`src/rtl/rxdma_pkg.sv`:
```
package rxdma_pkg;
  typedef enum logic [2:0] {W_IDLE, W_DATA, W_DROP, W_HDR0, W_HDR1} wr_state_e;
  localparam logic [15:0] CMD_ARM  = 16'h9800;
  localparam logic [15:0] CMD_STOP = 16'h1100;
  localparam logic [15:0] CMD_CLR  = 16'h0100;
  localparam logic [3:0]  OFF_BASE = 4'h0;
  localparam logic [3:0]  OFF_CNT  = 4'h4;
  localparam logic [3:0]  OFF_CMD  = 4'h8;
  localparam logic [7:0]  CTRL_ADDR = 8'h20;
  localparam int NSETS = 2;
endpackage

```
`src/rtl/rxdma_regset.sv`:
```
module rxdma_regset import rxdma_pkg::*; #(
  parameter int ADDR_W = 32,
  parameter int CNT_W  = 4
) (
  input  logic              clk,
  input  logic              rst_n,
  input  logic              chan_rst,
  input  logic              wr_base,
  input  logic              wr_cnt,
  input  logic              wr_cmd,
  input  logic [31:0]       wdata,
  input  logic              consume,
  output logic [ADDR_W-1:0] base,
  output logic [CNT_W-1:0]  count,
  output logic              armed,
  output logic              done
);
  logic [ADDR_W-1:0] base_n;
  logic [CNT_W-1:0]  cnt_n;
  logic              arm_n, done_n, en;

  assign en = consume | wr_base | wr_cnt | wr_cmd | chan_rst;

  always_comb begin
    base_n = base;
    cnt_n  = count;
    arm_n  = armed;
    done_n = done;
    if (consume) begin
      cnt_n  = count - CNT_W'(1);
      done_n = 1'b1;
      if (count == CNT_W'(1)) arm_n = 1'b0;
    end
    if (wr_base) base_n = wdata[ADDR_W-1:0];
    if (wr_cnt)  cnt_n  = wdata[CNT_W-1:0];
    if (wr_cmd) begin
      if (wdata[15:0] == CMD_ARM)       arm_n  = 1'b1;
      else if (wdata[15:0] == CMD_STOP) arm_n  = 1'b0;
      else if (wdata[15:0] == CMD_CLR)  done_n = 1'b0;
    end
    if (chan_rst) begin
      arm_n  = 1'b0;
      done_n = 1'b0;
    end
  end

  always_ff @(posedge clk or negedge rst_n) begin
    if (!rst_n) begin
      base  <= '0;
      count <= '0;
      armed <= 1'b0;
      done  <= 1'b0;
    end else if (en) begin
      base  <= base_n;
      count <= cnt_n;
      armed <= arm_n;
      done  <= done_n;
    end
  end

  AST_ARM_BLOCKED: assert property (@(posedge clk) disable iff (!rst_n)
    chan_rst |=> !armed);
  AST_COUNT_DOWN: assert property (@(posedge clk) disable iff (!rst_n)
    (consume && !wr_cnt && !chan_rst) |=> count == CNT_W'($past(count) - CNT_W'(1)));
endmodule

```
`src/rtl/rxdma_writer.sv`:
```
module rxdma_writer import rxdma_pkg::*; #(
  parameter int ADDR_W     = 32,
  parameter int SLOT_BYTES = 2048,
  parameter int HDR_BYTES  = 16
) (
  input  logic              clk,
  input  logic              rst_n,
  input  logic              chan_rst,
  input  logic              in_valid,
  input  logic [7:0]        in_data,
  input  logic              in_last,
  output logic              in_ready,
  input  logic              set_ok,
  input  logic [ADDR_W-1:0] slot_addr,
  output logic              mem_we,
  output logic [ADDR_W-1:0] mem_addr,
  output logic [7:0]        mem_wdata,
  output logic              consume,
  output logic              frame_err
);
  localparam int CAP   = SLOT_BYTES - HDR_BYTES;
  localparam int LEN_W = $clog2(SLOT_BYTES) + 1;

  wr_state_e         state, state_n;
  logic [LEN_W-1:0]  len, len_n;
  logic              trunc, trunc_n;
  logic [ADDR_W-1:0] slot_q, slot_n, addr_n;
  logic [7:0]        wd_n;
  logic              we_n, take;
  logic [11:0]       len12;

  assign in_ready = (state == W_IDLE) || (state == W_DATA) || (state == W_DROP);
  assign take     = in_valid && in_ready;
  assign len12    = 12'(len);

  always_comb begin
    state_n   = state;
    len_n     = len;
    trunc_n   = trunc;
    slot_n    = slot_q;
    we_n      = 1'b0;
    addr_n    = mem_addr;
    wd_n      = mem_wdata;
    consume   = 1'b0;
    frame_err = 1'b0;
    case (state)
      W_IDLE: if (take) begin
        if (chan_rst) begin
          state_n = in_last ? W_IDLE : W_DROP;
        end else if (set_ok) begin
          slot_n  = slot_addr;
          we_n    = 1'b1;
          addr_n  = slot_addr + ADDR_W'(HDR_BYTES);
          wd_n    = in_data;
          len_n   = LEN_W'(1);
          trunc_n = 1'b0;
          state_n = in_last ? W_HDR0 : W_DATA;
        end else begin
          frame_err = 1'b1;
          state_n   = in_last ? W_IDLE : W_DROP;
        end
      end
      W_DATA: begin
        if (chan_rst) begin
          state_n = W_IDLE;
        end else if (take) begin
          if (len < LEN_W'(CAP)) begin
            we_n   = 1'b1;
            addr_n = slot_q + ADDR_W'(HDR_BYTES) + ADDR_W'(len);
            wd_n   = in_data;
            len_n  = len + LEN_W'(1);
          end else begin
            trunc_n = 1'b1;
          end
          if (in_last) state_n = W_HDR0;
        end
      end
      W_DROP: if (take && in_last) state_n = W_IDLE;
      W_HDR0: begin
        if (chan_rst) state_n = W_IDLE;
        else begin
          we_n    = 1'b1;
          addr_n  = slot_q;
          wd_n    = len12[7:0];
          state_n = W_HDR1;
        end
      end
      W_HDR1: begin
        state_n = W_IDLE;
        if (!chan_rst) begin
          we_n      = 1'b1;
          addr_n    = slot_q + ADDR_W'(1);
          wd_n      = {3'b000, trunc, len12[11:8]};
          consume   = 1'b1;
          frame_err = trunc;
        end
      end
      default: state_n = W_IDLE;
    endcase
  end

  always_ff @(posedge clk or negedge rst_n) begin
    if (!rst_n) begin
      state     <= W_IDLE;
      len       <= '0;
      trunc     <= 1'b0;
      slot_q    <= '0;
      mem_we    <= 1'b0;
      mem_addr  <= '0;
      mem_wdata <= '0;
    end else begin
      state  <= state_n;
      len    <= len_n;
      trunc  <= trunc_n;
      slot_q <= slot_n;
      mem_we <= we_n;
      if (we_n) begin
        mem_addr  <= addr_n;
        mem_wdata <= wd_n;
      end
    end
  end

  AST_STAY_IN_SLOT: assert property (@(posedge clk) disable iff (!rst_n)
    mem_we |-> (mem_addr - slot_q) < ADDR_W'(SLOT_BYTES));
endmodule

```
`src/rtl/rxdma_pingpong.sv`:
```
module rxdma_pingpong import rxdma_pkg::*; #(
  parameter int ADDR_W     = 32,
  parameter int SLOT_BYTES = 2048,
  parameter int HDR_BYTES  = 16,
  parameter int NBUF       = 8
) (
  input  logic              clk,
  input  logic              rst_n,
  input  logic              reg_we,
  input  logic [7:0]        reg_addr,
  input  logic [31:0]       reg_wdata,
  output logic [31:0]       reg_rdata,
  input  logic              in_valid,
  input  logic [7:0]        in_data,
  input  logic              in_last,
  output logic              in_ready,
  output logic              mem_we,
  output logic [ADDR_W-1:0] mem_addr,
  output logic [7:0]        mem_wdata,
  output logic              irq
);
  localparam int CNT_W   = $clog2(NBUF + 1);
  localparam int SLOT_LG = $clog2(SLOT_BYTES);

  logic [1:0] rsync;
  logic       srst_n;
  always_ff @(posedge clk or negedge rst_n) begin
    if (!rst_n) rsync <= 2'b00;
    else        rsync <= {rsync[0], 1'b1};
  end
  assign srst_n = rsync[1];

  logic              chan_rst, chan_rst_n, err, err_n, active, active_n;
  logic              wr_ctrl, clr_any, consume, frame_err, set_ok;
  logic [ADDR_W-1:0] base_a [NSETS];
  logic [CNT_W-1:0]  count_a [NSETS];
  logic [NSETS-1:0]  armed_v, done_v, wr_base_v, wr_cnt_v, wr_cmd_v, cons_v;
  logic [CNT_W-1:0]  cnt_act, used_slots;
  logic [ADDR_W-1:0] slot_addr;

  assign wr_ctrl = reg_we && (reg_addr == CTRL_ADDR);

  for (genvar gi = 0; gi < NSETS; gi++) begin : g_set
    logic hit;
    assign hit          = reg_we && (reg_addr[7:5] == 3'b000) && (reg_addr[4] == gi[0]);
    assign wr_base_v[gi] = hit && (reg_addr[3:0] == OFF_BASE);
    assign wr_cnt_v[gi]  = hit && (reg_addr[3:0] == OFF_CNT);
    assign wr_cmd_v[gi]  = hit && (reg_addr[3:0] == OFF_CMD);
    assign cons_v[gi]    = consume && (active == gi[0]);
    rxdma_regset #(.ADDR_W(ADDR_W), .CNT_W(CNT_W)) u_set (
      .clk(clk), .rst_n(srst_n), .chan_rst(chan_rst),
      .wr_base(wr_base_v[gi]), .wr_cnt(wr_cnt_v[gi]), .wr_cmd(wr_cmd_v[gi]),
      .wdata(reg_wdata), .consume(cons_v[gi]),
      .base(base_a[gi]), .count(count_a[gi]), .armed(armed_v[gi]), .done(done_v[gi]));
  end

  assign clr_any    = (|wr_cmd_v) && (reg_wdata[15:0] == CMD_CLR);
  assign cnt_act    = count_a[active];
  assign used_slots = CNT_W'(NBUF) - cnt_act;
  assign slot_addr  = base_a[active] + (ADDR_W'(used_slots) << SLOT_LG);
  assign set_ok     = armed_v[active] && (cnt_act != '0);
  assign irq        = (|done_v) | err;

  always_comb begin
    chan_rst_n = wr_ctrl ? reg_wdata[15] : chan_rst;
    err_n      = err;
    active_n   = active;
    if (frame_err) err_n = 1'b1;
    if (clr_any)   err_n = 1'b0;
    if (consume && (cnt_act == CNT_W'(1))) active_n = ~active;
    if (wr_ctrl && reg_wdata[15]) begin
      err_n    = 1'b0;
      active_n = 1'b0;
    end
  end

  always_ff @(posedge clk or negedge srst_n) begin
    if (!srst_n) begin
      chan_rst <= 1'b1;
      err      <= 1'b0;
      active   <= 1'b0;
    end else begin
      chan_rst <= chan_rst_n;
      err      <= err_n;
      active   <= active_n;
    end
  end

  rxdma_writer #(.ADDR_W(ADDR_W), .SLOT_BYTES(SLOT_BYTES), .HDR_BYTES(HDR_BYTES)) u_wr (
    .clk(clk), .rst_n(srst_n), .chan_rst(chan_rst),
    .in_valid(in_valid), .in_data(in_data), .in_last(in_last), .in_ready(in_ready),
    .set_ok(set_ok), .slot_addr(slot_addr),
    .mem_we(mem_we), .mem_addr(mem_addr), .mem_wdata(mem_wdata),
    .consume(consume), .frame_err(frame_err));

  always_comb begin
    reg_rdata = '0;
    if (reg_addr == CTRL_ADDR) begin
      reg_rdata[15] = chan_rst;
      reg_rdata[13] = err;
      reg_rdata[8]  = |done_v;
      reg_rdata[0]  = active;
    end else if (reg_addr[7:5] == 3'b000) begin
      case (reg_addr[3:0])
        OFF_BASE: reg_rdata = 32'(base_a[reg_addr[4]]);
        OFF_CNT:  reg_rdata = 32'(count_a[reg_addr[4]]);
        OFF_CMD:  begin
          reg_rdata[15] = armed_v[reg_addr[4]];
          reg_rdata[8]  = done_v[reg_addr[4]];
        end
        default:  reg_rdata = '0;
      endcase
    end
  end

  AST_SET_SWITCH: assert property (@(posedge clk) disable iff (!srst_n)
    (consume && cnt_act == CNT_W'(1) && !wr_ctrl) |=> active != $past(active));
  AST_QUIET_IN_RESET: assert property (@(posedge clk) disable iff (!srst_n)
    (chan_rst && $past(chan_rst)) |-> !mem_we);
  AST_IRQ_HOLD: assert property (@(posedge clk) disable iff (!srst_n)
    (irq && !clr_any && !wr_ctrl) |=> irq);
endmodule

```
`config.mk`:
```
export PLATFORM = sky130hd
export DESIGN_NAME = rxdma_pingpong
export DESIGN_NICKNAME = d
export VERILOG_FILES = /design/src/rtl/rxdma_pkg.sv /design/src/rtl/rxdma_regset.sv /design/src/rtl/rxdma_writer.sv /design/src/rtl/rxdma_pingpong.sv
export SDC_FILE = /design/constraint.sdc
export NUM_CORES = 1
export LEC_CHECK = 0
export BUFFER_PORTS_ARGS = -buffer_cell sky130_fd_sc_hd__buf_2
export CORE_MARGIN = 2
export CORE_UTILIZATION = 51
export DETAILED_ROUTE_END_ITERATION = 12
export PLACE_DENSITY_LB_ADDON = 0.3
export RECOVER_POWER = 50
export SLEW_MARGIN = 40
export SYNTH_ARGS = -nofsm -noshare
export SYNTH_HDL_FRONTEND = slang
export SYNTH_SLANG_ARGS = --single-unit
```
`constraint.sdc`:
```
create_clock -name clk -period 4.9 [get_ports clk]
set_clock_uncertainty 0.2 [all_clocks]
set_input_delay 0.98 -clock clk [delete_from_list [all_inputs] [get_ports clk]]
set_output_delay 0.98 -clock clk [all_outputs]
set_load 0.05 [all_outputs]
```
==> results of run 1 <==
cells in the final DEF (no fill, tap or decap), drive strengths merged, types with 16 or more instances in the layout:
master,count
xor2,37
nor3,23
nor2,132
xnor2,47
o21ai,84
a221oi,16
a31oi,23
a21oi,71
nand3,48
ha,37
buf,128
nor4,18
o211ai,16
inv,33
mux2i,64
clkbuf,60
nand2,145
mux2,79
dfrtp,169
per-stage QoR:
| step | std cells | total power [mW] | util | hold slack [ns] | setup TNS (ns) |
|---|---|---|---|---|---|
| 6_report | 1792 | 6.76 | 0.580 | 0.128 | 0 |
| 2_1_floorplan | 1354 | 4.47 | - | 0.131 | -0.0963 |
| 5_1_grt | 1792 | 7.18 | 0.580 | 0.127 | 0 |
| 4_1_cts | 1792 | 6.76 | 0.583 | 0.0702 | 0 |
| 3_5_place_dp | 1760 | 5.47 | 0.560 | 0.0649 | 0 |
| 3_3_place_gp | 1759 | 5.42 | 0.559 | 0.136 | 0 |
sequential cells by signal, summed over array words and instances, names as in the netlist:
register and cells:
u_wr.mem_wdata 8, g_set.u_set.base 64, u_wr.slot_q 32, rsync 2, g_set.u_set.armed 2, g_set.u_set.done 2, chan_rst 1, u_wr.trunc 1
active 1, u_wr.state 3, g_set.u_set.count 8, u_wr.mem_we 1, err 1, u_wr.len 12, u_wr.mem_addr 32
how the worst min path moves through the flow:
stage | to | slack (ns) | cells past startpoint
floorplan | rsync[1] | 0.13 | 0
global placement | rsync[1] | 0.14 | 0
detailed placement | g_set[1].u_set.base[3] | 0.06 | 0
CTS | g_set[0].u_set.base[0] | 0.07 | 0
global route | rsync[1] | 0.13 | 1
finish | rsync[1] | 0.13 | 1
kinds of logic after synthesis:
group / share of synthesized area
simple gates: 0.196
other cells: 0.000313
xor+xnor: 0.0615
flops: 0.356
buf+inv: 0.0366
compound gates: 0.179
fa+ha+maj: 0.0420
mux: 0.128
critical path, cell delays in order, from the launching register on:
cell and delay [ns]:
dfrtp_2 0.55, mux2i_1 0.35, ha_1 0.26, xor2_1 0.19
ha_1 0.34, a21oi_1 0.17, a22oi_2 0.56, o2111ai_1 0.21
a21o_1 0.23, and2_4 0.17, or4_4 0.56, or4_1 0.48
nand3_1 0.09
power by group through the flow:
| stage | combinational (mW) | clock, mW | sequential [mW] |
|---|---|---|---|
| floorplan | 1.91 | 0 | 2.57 |
| global placement | 3.24 | 0 | 2.18 |
| detailed placement | 3.28 | 0 | 2.19 |
| CTS | 3.29 | 1.30 | 2.16 |
| global route | 3.59 | 1.36 | 2.23 |
| finish | 3.29 | 1.29 | 2.18 |
metal layers:
metal | global-route usage | part of all wire | vias to the layer above | routed length [um]
met5 | 0 | 0 | - | 0
met4 | 0.0900 | 0.024 | 0 | 847
met2 | 0.422 | 0.43 | 512 | 14800
met3 | 0.0385 | 0.076 | 66 | 2650
li1 | - | - | 5175 | -
met1 | 0.438 | 0.47 | 5223 | 16300
final cells by class:
class | count | share of cell area
clock buffer | 21 | 0.0341
multi-input combinational | 1073 | 0.540
sequential | 170 | 0.316
tap | 319 | 0.0296
clock inverter | 11 | 0.00659
inverter | 31 | 0.00863
timing repair buffer | 167 | 0.0653
==> qor.yml, run 1 <==
outcome:
  status: "complete, but fails checks"
  violations: "capacitance limit, slew limit"
finish:
  regArea_um2: 4260
  post_route_cells_drive_above_1_share: 0.181
  diodes: 0
  fillCellCount: 2138
  synthToLayoutAreaGrowth_pct: 12.7
  nNetsFinal: 1552
  multiInputGateArea_um2: 7290
  final_cell_area_um2: 13500
logic_synthesis:
  yosysUniqueCellTypes: 81
  yosysSeqAreaShare: 0.356
  synth_area_um2: 12000
  syn_nets: 1446
  synth_ff_type: "dfrtp_1"
  synth_edf_count: 0
  synthArstFlopShare: 1.00
  yosys-top-cells-area: "dfrtp_1, mux2_2, mux2i_1, nand2_1, nor2_1"
  synth.largest_area_cell: "dfrtp_1"
  synth_most_common_cell: "dfrtp_1"
  avgSynthCellArea_um2: 8.84
  syn_inst: 1354
  synth_top_area_frac: 0.353
  synth_commonest_cells: "dfrtp_1, nand2_1, nor2_1"
  ys_seq_elements: 170
  yosysWarnings: 0
detailed_routing:
  ant_nets: 0
  dr.pass1.iters: 7
  drc: 0
  wirelength_um: 34700
  wire_per_inst_um: 19.3
  initialDrtViolationCount: 1441
  vias_per_cell: 6.13
  via_count: 11000
clocking:
  cts_buffer_depth: 2
  cts.sinks: 170
  tritoncts: "done"
  cts_hold_buf: 0
  htreeDepth: 4
  cts.repair.resized: 0
  clk_pin_slew_ns: 0.07
  clk_latency_ns: 0.43
  cts_inserted_buffers: 17
  post-cts-setup-buffers: 0
  cts-root-buf: "clkbuf_16"
floorplan:
  die_w_um: 157
  die_area_um2: 24700
  core-area_um2: 23300
  die_y_um: 157
  rows: 56
  io_pins: 128
  initial_core_util: 0.514
placed_design:
  dpl-instance-area_um2: 13000
  pre_cts_ws_ns: 0.540
  dp_hpwl_um: 25500
  io_buffers: 127
  gp_congestion: 0.943
grt:
  grt_antenna_before_repair: 0
  grt_pass1_wl_um: 56100
  grt_pass1_vias: 10200
  grt_max_degree: 103
  grt-ovfl-total: 0
  grt_use_total: 0.288
timing:
  period_share: 0.903
  grt_setup_unrepaired: "false"
  finalSetupViolCount: 0
  max-slew-margin-rel: -0.689
  slew_violations: 146
  hold_violations: 0
  fin_ws_ns: 0.473
  worst_pin_slew_ns: 2.53
  min_period_ns: 4.43
  fmax_mhz: 226
worst_setup_path:
  critPathLaunchType: "register"
  critPathLaunch: "active"
  rr_endpoint: "u_wr.mem_addr[29]"
  crit_type: "register to register"
  crit_required_ns: 5.07
  crit_arrival_ns: 4.59
  r2r_start: "active"
  ff2ff_path_depth: 12
  reg2reg_slack_ns: 0.47
  end_kind: "register"
  crit_end: "u_wr.mem_addr[29]"
  crit_fanout: 16
hold_path:
  hp-class: "input pin to async pin"
power:
  powerDensity_nw_per_um2: 501
  p_switching_mw: 3.29
  cellLeakagePower_nw: 6.08
  combPwrFrac: 0.486
  seq_power_share: 0.323
  clock_power_share: 0.191
  p_sw_frac: 0.486
  ir_drop_mv: 0.273
  p_int_mw: 3.47
flow_run:
  cap_viol_max_count: 2
No activity file was read; power rests on OpenSTA's default activity.
==> run 2: changes to the inputs <==
- clock period: 4.9 -> 5.2 ns (I/O delays scaled with it)
==> qor.yml, run 2 (synthesis gave the netlist of run 1 again) <==
outcome:
  status: "complete, but fails checks"
  violations: "capacitance limit, slew limit"
clocking:
  cts-root-buf: "clkbuf_16"
  cts_hold_buf: 0
  cts_inserted_buffers: 17
  cts.repair.resized: 0
  tritoncts: "done"
  cts.sinks: 170
  post-cts-setup-buffers: 0
  htreeDepth: 4
  clk_pin_slew_ns: 0.08
  cts_buffer_depth: 2
  clk_latency_ns: 0.44
worst_setup_path:
  crit_end: "u_wr.mem_addr[29]"
  end_kind: "register"
  crit_slowest_cell: "dfrtp_2"
  critPathLaunchType: "register"
  reg2reg_slack_ns: 0.53
  path_cells: "mux2i_1, ha_1, xor2_1, ha_1, a21oi_1, a22oi_2, mux2i_1, o31ai_1, nand3_1, or4_4, or4_1, nand3_1"
  crit_fanout: 14
  r2r_start: "active"
  critPathLaunch: "active"
  cp_slowest_stage_delay_ns: 0.57
  crit_arrival_ns: 4.84
  crit_required_ns: 5.37
  ff2ff_path_depth: 12
  rr_endpoint: "u_wr.mem_addr[29]"
  crit_type: "register to register"
timing:
  period_share: 0.898
  min_period_ns: 4.67
  tns_ns: 0
  max-slew-margin-rel: -0.366
  worst_pin_slew_ns: 2.05
  fmax_mhz: 214
  slew_violations: 118
  grt_setup_unrepaired: "false"
  finalSetupViolCount: 0
  hold_violations: 0
detailed_routing:
  ant_nets: 0
  wire_per_inst_um: 19.1
  initialDrtViolationCount: 1233
  vias_per_cell: 6.14
  dr.pass1.iters: 6
  wirelength_um: 34200
  drc: 0
  via_count: 11000
finish:
  largest_register_ffs: 64
  nNetsFinal: 1546
  final_cell_area_um2: 13600
  synthToLayoutAreaGrowth_pct: 13.2
  largest_register: "g_set.u_set.base"
  fillCellCount: 2097
  post_route_cells_drive_above_1_share: 0.180
  mostFrequentLayoutCell: "dfrtp_1"
  top_regs: "g_set.u_set.base: 64 flops, u_wr.mem_addr: 32 flops, u_wr.slot_q: 32 flops"
  final_cell_mix: "dfrtp_1, nand2_1, nor2_1"
grt:
  grt_pass1_wl_um: 55400
  grt-ovfl-total: 0
  grt_antenna_before_repair: 0
  grt_use_total: 0.282
  grt_pass1_vias: 10200
  grt_max_degree: 85
power:
  clock_power_share: 0.214
  combPwrFrac: 0.476
  cellLeakagePower_nw: 6.10
  p_int_mw: 3.39
  powerDensity_nw_per_um2: 480
  ir_drop_mv: 0.304
  seq_power_share: 0.310
  p_sw_frac: 0.479
  p_switching_mw: 3.12
hold_path:
  hp-class: "register to async pin"
floorplan:
  rows: 56
  die_w_um: 157
  core-area_um2: 23300
  die_y_um: 157
  die_area_um2: 24700
  io_pins: 128
  initial_core_util: 0.514
placed_design:
  io_buffers: 127
  dp_hpwl_um: 25000
  dpl-instance-area_um2: 13000
  gp_congestion: 0.938
flow_run:
  cap_viol_max_count: 2
## run 2: cell count changes in the layout (fill, tap and decap cells not counted), sizes merged, moves of 2 or more
cell / before / now
buf: 128 / 122
clkinv: 7 / 5
bufinv: 0 / 3
clkbuf: 60 / 56
inv: 33 / 37
## run 2: how the worst min path moves through the flow
stage,start,to,slack [ns],cells after the start
after floorplan,rsync[0],rsync[1],0.13,0
after global placement,rsync[0],rsync[1],0.14,0
after detailed placement,rsync[1],g_set[0].u_set.base[0],-0.008,0
after CTS,rsync[1],g_set[0].u_set.base[0],0.0006,0
after global routing,rsync[1],g_set[0].u_set.base[0],0.11,0
final,rsync[1],g_set[0].u_set.base[0],0.05,0
## run 2: through the flow
step / util / setup WS (ns) / cells / total power [mW] / hold slack, ns
2_1_floorplan: - / 0.0116 / 1354 / 4.22 / 0.131
3_3_place_gp: 0.556 / 0.808 / 1752 / 5.06 / 0.140
6_report: 0.583 / 0.530 / 1787 / 6.51 / 0.0470
5_1_grt: 0.582 / 0.273 / 1786 / 6.91 / 0.109
4_1_cts: 0.586 / 0.612 / 1786 / 6.52 / 0.000592
3_5_place_dp: 0.559 / 0.640 / 1754 / 5.12 / -0.00787
## run 2: power groups by stage
stage	logic, mW	registers (mW)	clock network (mW)
2_1_floorplan	1.80	2.42	0
3_3_place_gp	3.04	2.02	0
3_5_place_dp	3.09	2.03	0
4_1_cts	3.11	2.00	1.41
5_1_grt	3.38	2.07	1.46
6_report	3.10	2.02	1.39
## run 2: critical path, delay by kind of cell, from the launching register on
| kind | cells | cell delay (ns) |
|---|---|---|
| flops | 1 | 0.57 |
| compound gates | 3 | 1.05 |
| simple gates | 4 | 1.42 |
| xor+xnor | 1 | 0.19 |
| mux | 2 | 0.57 |
| fa+ha+maj | 2 | 0.62 |
## run 2: layer usage
metal  vias to the layer above  global-route usage  share of wire
met5                         -                   0              0
met4                         0              0.0810          0.018
li1                       5168                   -              -
met3                        48              0.0443          0.089
met2                       497               0.427           0.44
met1                      5256               0.417           0.46
## run 2: area by class of cell
type / instances / area, um2 / area share
Antenna cell: 1 / 2.50 / 0.000185
Clock buffer: 17 / 425 / 0.0314
Sequential cell: 170 / 4260 / 0.314
Tap cell: 319 / 399 / 0.0295
Multi-Input combinational cell: 1073 / 7300 / 0.539
Inverter: 31 / 116 / 0.00859
Timing Repair Buffer: 161 / 848 / 0.0626
Clock inverter: 15 / 204 / 0.0150
==> run 3: changes to the inputs <==
- CELL_PAD_IN_SITES_DETAIL_PLACEMENT: not set -> 0
- CELL_PAD_IN_SITES_GLOBAL_PLACEMENT: not set -> 1
- CORE_MARGIN: 2 -> not set
- CORE_UTILIZATION: 51 -> 49
==> qor.yml, run 3 (synthesis gave the netlist of run 1 again) <==
outcome:
  status: "complete, but fails checks"
  violations: "capacitance limit, slew limit"
grt:
  grt_antenna_before_repair: 0
  grt_max_degree: 86
  grt_pass1_vias: 10000
  grt_use_total: 0.290
  busiest_layer: "met1"
  grt_use_met2: 0.434
  grt_pass1_wl_um: 56000
  use_met3: 0.0395
  grt_use_met1: 0.438
  grt-ovfl-total: 0
detailed_routing:
  dr.pass1.iters: 5
  drc: 0
  wirelength_um: 35300
  ant_nets: 0
  wire_per_inst_um: 19.7
  initialDrtViolationCount: 940
  vias_per_cell: 6.06
  via_count: 10800
finish:
  largest_register_ffs: 64
  final_cell_mix: "dfrtp_1, nand2_1, nor2_1"
  top_regs: "g_set.u_set.base: 64 flops, u_wr.mem_addr: 32 flops, u_wr.slot_q: 32 flops"
  final_cell_area_um2: 13600
  utilization: 0.573
  synthToLayoutAreaGrowth_pct: 13.4
  diodes: 0
  fillCellCount: 2251
  largest_register: "g_set.u_set.base"
  nNetsFinal: 1547
  mostFrequentLayoutCell: "dfrtp_1"
  post_route_cells_drive_above_1_share: 0.185
clocking:
  clk_pin_slew_ns: 0.08
  cts_inserted_buffers: 17
  cts.repair.resized: 0
  cts-root-buf: "clkbuf_16"
  cts_hold_buf: 1
  tritoncts: "done"
  htreeDepth: 4
  cts.sinks: 170
  clk_latency_ns: 0.44
  cts_buffer_depth: 2
  post-cts-setup-buffers: 0
timing:
  fmax_mhz: 219
  worst_pin_slew_ns: 3.23
  min_period_ns: 4.56
  tns_ns: 0
  period_share: 0.876
  max-slew-margin-rel: -1.15
  slew_violations: 157
  finalSetupViolCount: 0
  hold_violations: 0
  grt_setup_unrepaired: "false"
placed_design:
  dpl-instance-area_um2: 13000
  dp_hpwl_um: 25900
  gp_congestion: 0.955
  io_buffers: 127
worst_setup_path:
  crit_fanout: 15
  crit_required_ns: 5.37
  crit_arrival_ns: 4.73
  crit_type: "register to register"
  critPathLaunchType: "register"
  end_kind: "register"
floorplan:
  core-area_um2: 23700
  io_pins: 128
  die_area_um2: 25100
  rows: 56
  die_w_um: 158
  initial_core_util: 0.505
  die_y_um: 158
power:
  powerDensity_nw_per_um2: 483
  ir_drop_mv: 0.288
  cellLeakagePower_nw: 6.13
hold_path:
  hp-class: "register to register"
flow_run:
  cap_viol_max_count: 2
==> run 3: per-stage QoR <==
step	total power, mW	hold slack (ns)	instances	worst slack, ns
final	6.55	0.152	1787	0.643
after global routing	6.95	0.161	1787	0.334
after CTS	6.57	0.154	1787	0.661
after detailed placement	5.16	-0.0159	1754	0.673
after global placement	5.12	-0.0218	1754	0.805
after floorplan	4.22	0.131	1354	0.0116
==> run 3: worst max-delay path, stage by stage, from the launching register on <==
cell     delay, ns
dfrtp_2       0.56
mux2i_1       0.35
ha_1          0.25
xor2_1        0.20
ha_1          0.36
a21oi_1       0.17
a22oi_2       0.54
mux2i_1       0.15
o31ai_1       0.29
nand3_1       0.27
or4_4         0.57
or4_1         0.48
nand3_1       0.09
==> run 3: area by class of cell <==
| type | instances | area, um2 | share of cell area |
|---|---|---|---|
| clock buffers | 17 | 425 | 0.0314 |
| clock inverters | 15 | 203 | 0.0149 |
| inverters | 31 | 116 | 0.00858 |
| multi-input cells | 1073 | 7300 | 0.538 |
| flip-flops and latches | 170 | 4260 | 0.314 |
| well taps | 319 | 399 | 0.0294 |
| repair buffers | 162 | 858 | 0.0633 |
==> run 3: routing by layer <==
metal / up-vias / wire (um)
met5: - / 0
met4: 0 / 592
met3: 44 / 2180
met2: 417 / 15300
met1: 5203 / 17200
li1: 5170 / -
==> run 3: path summary, 6_finish.rpt <==
check | to | startpoint | slack (ns) | cells past startpoint
max | u_wr.mem_addr[29] | active | 0.64 | 12
min | rsync[1] | rsync[0] | 0.15 | 0
min in group asynchronous | rsync[0] | rst_n | 0.17 | 1
min reg2reg | rsync[1] | rsync[0] | 0.15 | 0
max reg2reg | u_wr.mem_addr[29] | active | 0.64 | 12
max in group asynchronous | u_wr.state[2] | rsync[1] | 1.18 | 1
==> run 3: where the power goes <==
group          leakage [nW]  total, mW  internal, mW  switching, mW
Clock                 0.303       1.40         0.779          0.622
Sequential             2.20       2.05          1.64          0.404
Combinational          3.63       3.10         0.981           2.12
